$ cat config.mk
export PLATFORM = sky130hd
export DESIGN_NAME = nrzi_serdes_lb
export DESIGN_NICKNAME = d
export VERILOG_FILES = /design/src/rtl/nrzi_lb_pkg.sv /design/src/rtl/sym_phase_fsm.sv /design/src/rtl/nrzi_tx_ser.sv /design/src/rtl/nrzi_rx_des.sv /design/src/rtl/nrzi_serdes_lb.sv
export SDC_FILE = /design/constraint.sdc
export NUM_CORES = 1
export LEC_CHECK = 0
export BUFFER_PORTS_ARGS = -buffer_cell sky130_fd_sc_hd__buf_2
export CAP_MARGIN = 10
export CORE_UTILIZATION = 40
export DETAILED_ROUTE_END_ITERATION = 10
export PLACE_DENSITY = 0.6
export SLEW_MARGIN = 0
export SYNTH_ARGS = -nofsm -noshare
export SYNTH_HDL_FRONTEND = slang
export SYNTH_SLANG_ARGS = --single-unit
$ cat constraint.sdc
create_clock -name clk -period 2 [get_ports clk]
set_input_delay 0.3 -clock clk [delete_from_list [all_inputs] [get_ports clk]]
set_output_delay 0.3 -clock clk [all_outputs]
set_load 0.1 [all_outputs]
$ cat src/rtl/nrzi_lb_pkg.sv
package nrzi_lb_pkg;
    localparam int unsigned SYM_BITS = 5;

    typedef enum logic [1:0] {
        LB_NONE = 2'b00,
        LB_PAR  = 2'b01,
        LB_SER  = 2'b10,
        LB_ALT  = 2'b11
    } lb_mode_e;

    typedef enum logic {
        PH_LOAD  = 1'b0,
        PH_SHIFT = 1'b1
    } phase_e;
endpackage

$ cat src/rtl/sym_phase_fsm.sv
module sym_phase_fsm
    import nrzi_lb_pkg::*;
#(
    parameter int unsigned SYM_W = SYM_BITS
) (
    input  logic clk,
    input  logic rst_n,
    output logic load_en,
    output logic cap_en
);
    localparam int unsigned CW = (SYM_W > 2) ? $clog2(SYM_W) : 1;
    localparam logic [CW-1:0] LAST = CW'(SYM_W - 1);
    localparam logic [CW-1:0] ONE  = CW'(1);

    phase_e        st_q, st_d;
    logic [CW-1:0] cnt_q, cnt_d;

    // state register
    always_ff @(posedge clk or negedge rst_n) begin
        if (!rst_n) begin
            st_q  <= PH_LOAD;
            cnt_q <= '0;
        end else begin
            st_q  <= st_d;
            cnt_q <= cnt_d;
        end
    end

    // next state
    always_comb begin
        st_d  = st_q;
        cnt_d = cnt_q;
        unique case (st_q)
            PH_LOAD: begin
                st_d  = PH_SHIFT;
                cnt_d = ONE;
            end
            PH_SHIFT: begin
                if (cnt_q == LAST) begin
                    st_d  = PH_LOAD;
                    cnt_d = '0;
                end else begin
                    cnt_d = cnt_q + ONE;
                end
            end
            default: begin
                st_d  = PH_LOAD;
                cnt_d = '0;
            end
        endcase
    end

    // outputs
    always_comb begin
        load_en = 1'b0;
        cap_en  = 1'b0;
        unique case (st_q)
            PH_LOAD:  load_en = 1'b1;
            PH_SHIFT: cap_en  = (cnt_q == ONE);
            default:  load_en = 1'b0;
        endcase
    end
endmodule

$ cat src/rtl/nrzi_tx_ser.sv
module nrzi_tx_ser #(
    parameter int unsigned SYM_W = 5
) (
    input  logic             clk,
    input  logic             rst_n,
    input  logic             load_en,
    input  logic [SYM_W-1:0] sym_in,
    output logic             line_o,
    output logic [SYM_W-1:0] hold_o
);
    logic [SYM_W-1:0] shreg_q;
    logic [SYM_W-1:0] hold_q;
    logic             line_q;

    always_ff @(posedge clk or negedge rst_n) begin
        if (!rst_n) begin
            shreg_q <= '0;
            hold_q  <= '0;
            line_q  <= 1'b0;
        end else begin
            // a one flips the line level, a zero keeps it
            line_q <= line_q ^ shreg_q[SYM_W-1];
            if (load_en) begin
                shreg_q <= sym_in;
                hold_q  <= sym_in;
            end else begin
                shreg_q <= {shreg_q[SYM_W-2:0], 1'b0};
            end
        end
    end

    assign line_o = line_q;
    assign hold_o = hold_q;
endmodule

$ cat src/rtl/nrzi_rx_des.sv
module nrzi_rx_des #(
    parameter int unsigned SYM_W = 5
) (
    input  logic             clk,
    input  logic             rst_n,
    input  logic             cap_en,
    input  logic             line_i,
    input  logic             par_en,
    input  logic [SYM_W-1:0] par_sym,
    output logic [SYM_W-1:0] sym_o,
    output logic             valid_o
);
    logic             prev_q;
    logic [SYM_W-2:0] sh_q;
    logic [SYM_W-1:0] sym_q;
    logic             valid_q;
    logic             bit_w;
    logic [SYM_W-1:0] word_w;

    // a level change since the last edge decodes as a one
    assign bit_w  = line_i ^ prev_q;
    assign word_w = {sh_q, bit_w};

    always_ff @(posedge clk or negedge rst_n) begin
        if (!rst_n) begin
            prev_q  <= 1'b0;
            sh_q    <= '0;
            sym_q   <= '0;
            valid_q <= 1'b0;
        end else begin
            prev_q  <= line_i;
            sh_q    <= word_w[SYM_W-2:0];
            valid_q <= cap_en;
            if (cap_en) begin
                sym_q <= par_en ? par_sym : word_w;
            end
        end
    end

    assign sym_o   = sym_q;
    assign valid_o = valid_q;
endmodule

$ cat src/rtl/nrzi_serdes_lb.sv
module nrzi_serdes_lb
    import nrzi_lb_pkg::*;
#(
    parameter int unsigned SYM_W = SYM_BITS
) (
    input  logic             clk,
    input  logic             rst_n,
    input  logic [1:0]       lb_mode,
    input  logic [SYM_W-1:0] tx_sym,
    output logic             sym_strobe,
    output logic             line_tx,
    input  logic             line_rx,
    output logic [SYM_W-1:0] rx_sym,
    output logic             rx_valid
);
    lb_mode_e         mode_w;
    logic             load_en;
    logic             cap_en;
    logic             par_sel;
    logic             ser_sel;
    logic             dec_line;
    logic             tx_line;
    logic [SYM_W-1:0] tx_hold;

    assign mode_w  = lb_mode_e'(lb_mode);
    assign par_sel = (mode_w == LB_PAR);
    assign ser_sel = (mode_w == LB_SER);

    sym_phase_fsm #(.SYM_W(SYM_W)) u_phase (
        .clk     (clk),
        .rst_n   (rst_n),
        .load_en (load_en),
        .cap_en  (cap_en)
    );

    nrzi_tx_ser #(.SYM_W(SYM_W)) u_tx (
        .clk     (clk),
        .rst_n   (rst_n),
        .load_en (load_en),
        .sym_in  (tx_sym),
        .line_o  (tx_line),
        .hold_o  (tx_hold)
    );

    assign dec_line = ser_sel ? tx_line : line_rx;

    nrzi_rx_des #(.SYM_W(SYM_W)) u_rx (
        .clk     (clk),
        .rst_n   (rst_n),
        .cap_en  (cap_en),
        .line_i  (dec_line),
        .par_en  (par_sel),
        .par_sym (tx_hold),
        .sym_o   (rx_sym),
        .valid_o (rx_valid)
    );

    assign sym_strobe = load_en;
    assign line_tx    = tx_line;
endmodule

Word-level counts from Yosys, hierarchy flattened
Cells that the tools add are included.
{"block": "totals", "reg_bits": 26, "input_bits": 10, "out_inout_bits": 8, "word_cells": 26}
{"block": "classes", "addsub": 1, "n_eq_ne": 4, "muxes": 9, "n_bitwise": 3}
{"op": "$mux 5", "count": 2}
{"op": "$pmux 3 s2", "count": 1}
{"op": "$mux 1", "count": 4}
{"op": "$add 3x1->3 const B", "count": 1}
{"op": "$eq 3x1->1 const B", "count": 1}
{"op": "$eq 3x3->1 const B", "count": 1}
{"op": "$mux 3", "count": 1}
{"op": "$eq 2x1->1 const B", "count": 1}
{"op": "$eq 2x2->1 const B", "count": 1}
{"op": "$pmux 1 s2", "count": 1}
{"op": "$xor 1x1->1", "count": 2}
{"op": "$not 1->1", "count": 1}

Depth between registers and ports, before layout
Gate-level depths: netlist of run 1.
{"block": "logic_depth", "ltp_word": 4, "depth_mapped": 6, "mapped_depth_nobuf": 6}

Modules after synthesis
From an unflattened synthesis of run 1, not the netlist that was laid out.
{"block": "unflattened", "hier_cells": 74, "area_unflattened_um2": 1093.5}
{"mod": "nrzi_tx_ser", "instances": 1, "cells_per_inst": 23, "area_per_inst_um2": 437.9, "seq_area_each_um2": 275.3}
{"mod": "nrzi_rx_des", "instances": 1, "cells_per_inst": 30, "area_per_inst_um2": 416.6, "seq_area_each_um2": 275.3}
{"mod": "sym_phase_fsm", "instances": 1, "cells_per_inst": 18, "area_per_inst_um2": 201.4, "seq_area_each_um2": 100.1}
{"mod": "nrzi_serdes_lb", "instances": 1, "cells_per_inst": 3, "area_per_inst_um2": 37.5, "seq_area_each_um2": 0.0}

Least setup slack after synthesis of run 1
Ideal clock, no wire load.
{"block": "synth_path", "kind": "register to register", "start": "reg u_tx.line_q (netlist: u_tx.line_o)", "end": "reg u_rx.sym_q[0] (netlist: u_rx.sym_o[0])", "setup_ns": 0.118, "arrival_ns": 1.449, "required_time_ns": 1.882, "path_slack_ns": 0.433, "path_stages_with_launch": 4, "path_buffers": 0, "period_less_slack_ns": 1.567, "path_cell_list": "dfrtp_1 mux2i_2 xnor2_1 a21o_1"}
{"block": "synth_between", "elab_chain_len": 3}
{"element": "start, declared", "line_no": "nrzi_tx_ser.sv:13", "text": "logic line_q;"}
{"element": "start signal, assigned", "line_no": "nrzi_tx_ser.sv:22", "text": "line_q <= line_q ^ shreg_q[SYM_W-1];"}
{"element": "$mux 1", "line_no": "nrzi_serdes_lb.sv:45", "text": "assign dec_line = ser_sel ? tx_line : line_rx;"}
{"element": "$xor 1x1->1", "line_no": "nrzi_rx_des.sv:21", "text": "assign bit_w = line_i ^ prev_q;"}
{"element": "via u_rx.bit_w", "line_no": "nrzi_rx_des.sv:17", "text": "logic bit_w;"}
{"element": "$mux 5", "line_no": "nrzi_rx_des.sv:35", "text": "sym_q <= par_en ? par_sym : word_w;"}
{"element": "end signal, assigned", "line_no": "nrzi_rx_des.sv:35"}
{"element": "end, declared", "line_no": "nrzi_rx_des.sv:15", "text": "logic [SYM_W-1:0] sym_q;"}
The timed path passes the listed nets, and every way through them passes these cells.
A chain may end at the register's enable or synchronous reset.

Final worst setup path of run 1
{"block": "layout_path", "start": "reg u_phase.st_q", "end": "out sym_strobe"}
{"block": "layout_between", "elab_chain_len": 1}
{"element": "start, declared", "line_no": "sym_phase_fsm.sv:15", "text": "phase_e st_q, st_d;"}
{"element": "start signal, assigned", "line_no": "sym_phase_fsm.sv:24", "text": "st_q <= st_d;"}
{"element": "$mux 1", "line_no": "sym_phase_fsm.sv:57", "text": "unique case (st_q)"}
{"element": "end, declared", "line_no": "nrzi_serdes_lb.sv:10", "text": "output logic sym_strobe,"}
No other way between the ends.

==> results of run 1 <==
==> per-stage QoR <==
step	util [%]	setup slack [ps]	instance area, sq um	cells	power [mW]
after floorplan	-	433.2	1007	89	1.047
after global placement	48.42	548.2	1112	131	1.129
after detailed placement	48.42	515.3	1112	131	1.135
after CTS	51.14	152.4	1175	136	1.497
after global routing	51.14	29.09	1175	136	1.542
final	51.14	178.5	1175	136	1.476
==> flip-flops by register name (all words and copies together) (netlist names) <==
name	count
u_phase.cnt_q	3
u_phase.st_q	1
u_tx.shreg_q	5
u_tx.line_o	1
u_tx.hold_o	5
u_rx.valid_o	1
u_rx.sh_q	4
u_rx.sym_o	5
u_rx.prev_q	1
==> synthesized netlist by cell type <==
cell	instances
buf_4	1
a21o_1	2
nor2b_1	1
mux2i_2	1
o21ai_0	5
and2_1	1
mux2i_1	4
nand2b_4	1
a21boi_0	1
nand2_1	26
a21oi_1	1
and2b_2	1
clkbuf_1	2
inv_1	6
xor2_1	1
nand3_1	1
xnor2_1	1
ha_1	3
dfrtp_1	26
nand3b_1	1
nor3_1	1
nor2_1	2
==> power breakdown <==
part,total [mW],internal [mW],switching [mW]
combinational,0.463,0.0786,0.385
clock,0.357,0.203,0.155
sequential,0.656,0.609,0.0465
==> path summary, 6_finish.rpt <==
check	from	endpoint	slack (ps)
max	u_phase.st_q$_DFF_PN0_	sym_strobe	180
min	tx_sym[2]	u_tx.shreg_q[2]$_DFF_PN0_	190
max reg2reg	u_phase.st_q$_DFF_PN0_	u_rx.sym_o[0]$_DFFE_PN0P_	520
min reg2reg	u_rx.sh_q[0]$_DFF_PN0_	u_rx.sh_q[1]$_DFF_PN0_	390
max in group asynchronous	rst_n	u_tx.hold_o[0]$_DFFE_PN0N_	1150
min in group asynchronous	rst_n	u_tx.hold_o[4]$_DFFE_PN0N_	480
==> worst max-delay path, stage by stage (launching register included) <==
cell     delay, ps
dfrtp_1        550
inv_1          200
buf_2          450
==> layout make-up <==
type	count	share of cell area (%)
clock buffers	3	1.917
inverters	6	1.917
well taps	28	2.982
flip-flops and latches	26	55.38
multi-input cells	54	27.16
repair buffers	18	8.094
clock inverters	1	2.556
==> logic make-up after synthesis <==
kind of cell	synth area share, %
buf+inv	3.727
xor+xnor	1.739
fa+ha+maj	3.727
mux	5.341
simple gates	15.65
flops	64.60
compound gates	5.216
==> per-layer routing <==
layer	wire length (um)	global-route usage (%)	vias to the layer above	part of all wire, %
met2	668	20.51	15	44
met3	70	2.609	2	4.6
li1	-	-	316	-
met5	0	0	-	0
met4	14	7.895	0	0.92
met1	777	18.83	282	51
==> timing repair <==
item | CTS | global route
setup endpoints to repair | 0 | 0
hold endpoints to repair | 26 | 0
hold buffers | 1 | 0
==> flow_summary_export.csv, run 1 <==
group,metric,value,unit
status,status,"completed",
sta,rsz0062_at_grt,"no",
sta,setup_tns,0,ps
cts,clock_path_buffers,2,
setup_path,worstPathRequired,1700,ps
sta,fin_crit,1821,ps
hold_path,hp-class,"input pin to flip-flop",
logic_synthesis,synth-seq-cells,26,
logic_synthesis,synth_area_leaders,"dfrtp_1, nand2_1, mux2i_1, ha_1, o21ai_0",
finish,drive_above_1_share,22.22,%
cts,postCtsSetupRepairBufs,0,
placed_design,io_buffers,17,
cts,path_clk_slew,150,ps
sta,clock_skew,9.813,ps
placed_design,post-dp-hpwl,1109,um
floorplanning,die_w,52.18,um
finish,final_cell_mix,"nand2_1, dfrtp_1, buf_2, inv_1, o21ai_0",
global_routing,grt_pass1_wl,2656,um
floorplanning,initial_core_util,43.85,%
detailed_routing,wirelength,1530,um
sta,finalCritPeriodShare,91.07,%
sta,hold_viol_final,0,
global_routing,first_global_vias,573,
floorplanning,placementRows,17,
finish,fillers,222,
setup_path,arrival,1520,ps
floorplanning,boundaryPins,18,
logic_synthesis,syn_area,0.001007,sq mm
global_routing,antenna_found_initial,0,
global_routing,grt_usage,13.82,%
placed_design,globalplace.congestion,0.7214,
cts,cts_tree,"yes",
setup_path,path_class,"flip-flop to output port",
setup_path,worst_setup_path_start_kind,"flip-flop",
cts,numCtsBuffers,3,
setup_path,critPathMaxFanout,15,
global_routing,grt_overflow_total,0,
detailed_routing,drt-pass1-iter-count,4,
logic_synthesis,synthCells,89,
pwr,p_per_area,1257,mW/mm^2
hold_path,whs_path_depth,3,
logic_synthesis,syn_nets,102,
floorplanning,core_area,0.002297,sq mm
detailed_routing,drc,0,
floorplanning,die_h,52.18,um
setup_path,end_kind,"output port",
cts,clock_latency,320,ps
logic_synthesis,yosysTopAreaCell,"dfrtp_1",
detailed_routing,ant_nets,0,
detailed_routing,vias,615,
sta,setup_violations,0,
global_routing,grt_max_degree,27,
logic_synthesis,syn_avg_cell_area,11.32,sq um
finish,multi_input_area,319.1,sq um
sta,max-slew-margin-rel,63.14,%
detailed_routing,drtIter0Drc,9,
finish,nNetsFinal,122,
finish,antenna_cells,0,
logic_synthesis,synth_top_area_share,64.60,%
cts,cts.htree.levels,1,
sta,worst_pin_slew,552.9,ps
sta,whs,186.1,ps
floorplanning,die_area,0.002723,sq mm
cts,clock-root-buffer,"clkbuf_4",
sta,timing.fmax,549.0,MHz
pwr,power_leakage,0.6469,nW
finish,seq_area,650.6,sq um
sta,report.final.slew_viol_count,0,
cts,cts.sinks,26,
setup_path,rr_worst_depth,4,
logic_synthesis,ys.warnings.count,0,
cts,cts_resized,0,
logic_synthesis,yosysSeqAreaShare,64.60,%
detailed_routing,viasPerCell,4.522,
finish,syn_to_final_growth,16.65,%
flow_run,drv_cap,0,
detailed_routing,wl_per_cell,11.25,um
logic_synthesis,synthDistinctLibCells,22,
pwr,ir_drop,653.1,uV
Note: power is estimated with default switching activity, not from simulation.
==> run 2: changes to the inputs <==
--- a/config.mk
+++ b/config.mk
@@ -7,9 +7,12 @@
 export LEC_CHECK = 0
 export BUFFER_PORTS_ARGS = -buffer_cell sky130_fd_sc_hd__buf_2
 export CAP_MARGIN = 10
+export CELL_PAD_IN_SITES_DETAIL_PLACEMENT = 1
+export CELL_PAD_IN_SITES_GLOBAL_PLACEMENT = 1
+export CORE_MARGIN = 2
 export CORE_UTILIZATION = 40
 export DETAILED_ROUTE_END_ITERATION = 10
-export PLACE_DENSITY = 0.6
+export PLACE_DENSITY_LB_ADDON = 0.1
 export SLEW_MARGIN = 0
 export SYNTH_ARGS = -nofsm -noshare
 export SYNTH_HDL_FRONTEND = slang
==> run 2 against run 1 <==
Critical path depth stayed put. Clock skew is 1.1 ps higher. Clock power hardly changed. Via count is 6.3% higher. Die area is 7.8% higher. Cell area is 0.85% higher. Worst setup slack better by 100 ps. Flip-flop and latch count stayed put. Critical endpoint unchanged. Largest cell class unchanged. Largest power group unchanged.
==> flow_summary_export.csv, run 2 (same netlist as run 1, synthesis figures left out) <==
group,metric,value,unit
setup_path,arrival,1420,ps
floorplanning,placementRows,18,
floorplanning,die_w,54.18,um
global_routing,grt_pass1_wl,3029,um
pwr,p_per_area,1250,mW/mm^2
sta,timing.fmax,581.6,MHz
finish,drive_above_1_share,22.94,%
setup_path,critPathSlowestCell,"dfrtp_1",
global_routing,first_global_vias,628,
placed_design,io_buffers,17,
pwr,power_leakage,0.6511,nW
detailed_routing,drtIter0Drc,5,
cts,cts.htree.levels,1,
setup_path,reg2reg_from,"u_phase.cnt_q[1]$_DFF_PN0_",
hold_path,hp-class,"input pin to flip-flop",
setup_path,crit_family,"buffers and inverters",
setup_path,rr_endpoint,"u_rx.sym_o[0]$_DFFE_PN0P_",
floorplanning,initial_core_util,41.41,%
sta,hold_viol_final,0,
sta,rsz0062_at_grt,"no",
sta,worst_pin_slew,567.2,ps
cts,numCtsBuffers,3,
placed_design,place_ws,592.0,ps
setup_path,path_class,"flip-flop to output port",
floorplanning,die_area,0.002935,sq mm
cts,clock_path_buffers,2,
setup_path,slowest_delay,480,ps
finish,syn_to_final_growth,17.64,%
floorplanning,core_area,0.002432,sq mm
cts,clock_latency,320,ps
pwr,ir_drop,638.4,uV
detailed_routing,ant_nets,0,
global_routing,antenna_found_initial,0,
setup_path,rr_worst_depth,6,
sta,timing.final.ws_setup,280.7,ps
sta,report.final.slew_viol_count,0,
setup_path,crit_path_end,"sym_strobe",
global_routing,grt_max_degree,27,
setup_path,critPathLaunch,"u_phase.st_q$_DFF_PN0_",
finish,nNetsFinal,123,
detailed_routing,vias,654,
setup_path,end_kind,"output port",
setup_path,worst_setup_path_start_kind,"flip-flop",
detailed_routing,wl_per_cell,13.00,um
sta,finalCritPeriodShare,85.97,%
cts,clock-root-buffer,"clkbuf_4",
floorplanning,boundaryPins,18,
placed_design,post-dp-hpwl,1317,um
setup_path,critPathMaxFanout,8,
flow_run,drv_cap,0,
detailed_routing,viasPerCell,4.705,
cts,path_clk_slew,150,ps
global_routing,grt_usage,14.80,%
setup_path,worstPathCellList,"inv_1 -> buf_2",
finish,final_cell_mix,"nand2_1, dfrtp_1, buf_2, inv_1, o21ai_0",
finish,antenna_cells,0,
sta,clock_skew,10.87,ps
sta,fin_crit,1719,ps
global_routing,grt_overflow_total,0,
status,status,"completed",
sta,setup_tns,0,ps
detailed_routing,drt-pass1-iter-count,4,
cts,cts_resized,0,
setup_path,cp_num_cells,2,
floorplanning,die_h,54.18,um
setup_path,critPathBufInv,2,
placed_design,globalplace.congestion,0.6608,
cts,cts_tree,"yes",
hold_path,whs_path_depth,3,
cts,postCtsSetupRepairBufs,0,
detailed_routing,wirelength,1807,um
detailed_routing,drc,0,
sta,setup_violations,0,
sta,max-slew-margin-rel,62.18,%
setup_path,worstPathRequired,1700,ps
setup_path,regToRegSetupSlack,610,ps
cts,cts.sinks,26,
[run 2: changes by cell type in the layout (fill, tap and decap cells not counted)]
cell,change
buf_4,+1
[run 2: layout make-up]
cell class              count  area [sq um]
well taps                  30         37.54
fillers                   270          1247
clock inverters             1         30.03
multi-input cells          54         319.1
repair buffers             19         102.6
clock buffers               3         22.52
inverters                   6         22.52
flip-flops and latches     26         650.6
[run 2: per-layer routing]
layer  up-vias  global-route usage (%)  share of wire [%]
met2        13                   22.69                 47
li1        322                       -                  -
met1       317                   20.04                 49
met5         -                       0                  0
met4         0                   7.500                1.1
met3         2                   2.500                3.2
[run 2: metrics by stage]
stage,hold slack (ps),instance area [sq um],power (mW),std cells,utilization (%)
3_3_place_gp,330.2,1122,1.133,134,46.14
3_5_place_dp,332.4,1122,1.138,134,46.14
5_1_grt,192.6,1185,1.558,139,48.71
2_1_floorplan,4.409,1007,1.047,89,-
6_report,195.7,1185,1.481,139,48.71
4_1_cts,182.8,1185,1.503,139,48.71
[run 2: worst reg2reg max path, delay by kind of cell, from the launching register on]
kind                     cells  cell delay [ps]
AND/OR/NAND/NOR              2              430
buffers and inverters        1               80
AO/OA/AOI/OAI                2              260
flip-flops                   1              400
adder cells (fa/ha/maj)      1              140
[run 2: worst min-delay path by stage]
stage | start | endpoint
final | tx_sym[2] | u_tx.hold_o[2]$_DFFE_PN0N_
after global routing | tx_sym[1] | u_tx.hold_o[1]$_DFFE_PN0N_
after CTS | tx_sym[2] | u_tx.hold_o[2]$_DFFE_PN0N_
after detailed placement | rst_n | u_rx.sh_q[0]$_DFF_PN0_
after global placement | rst_n | u_rx.prev_q$_DFF_PN0_
after floorplan | rst_n | u_phase.cnt_q[0]$_DFF_PN0_
[run 2: power breakdown]
group | internal [mW] | switching [mW]
combinational | 0.0787 | 0.387
sequential | 0.609 | 0.0495
clock | 0.203 | 0.154
total | 0.891 | 0.590
[run 2: timing repair]
item | CTS | global route
endpoints found under the setup margin | 0 | 0
hold buffers | 1 | 0
hold endpoints to repair | 26 | 0
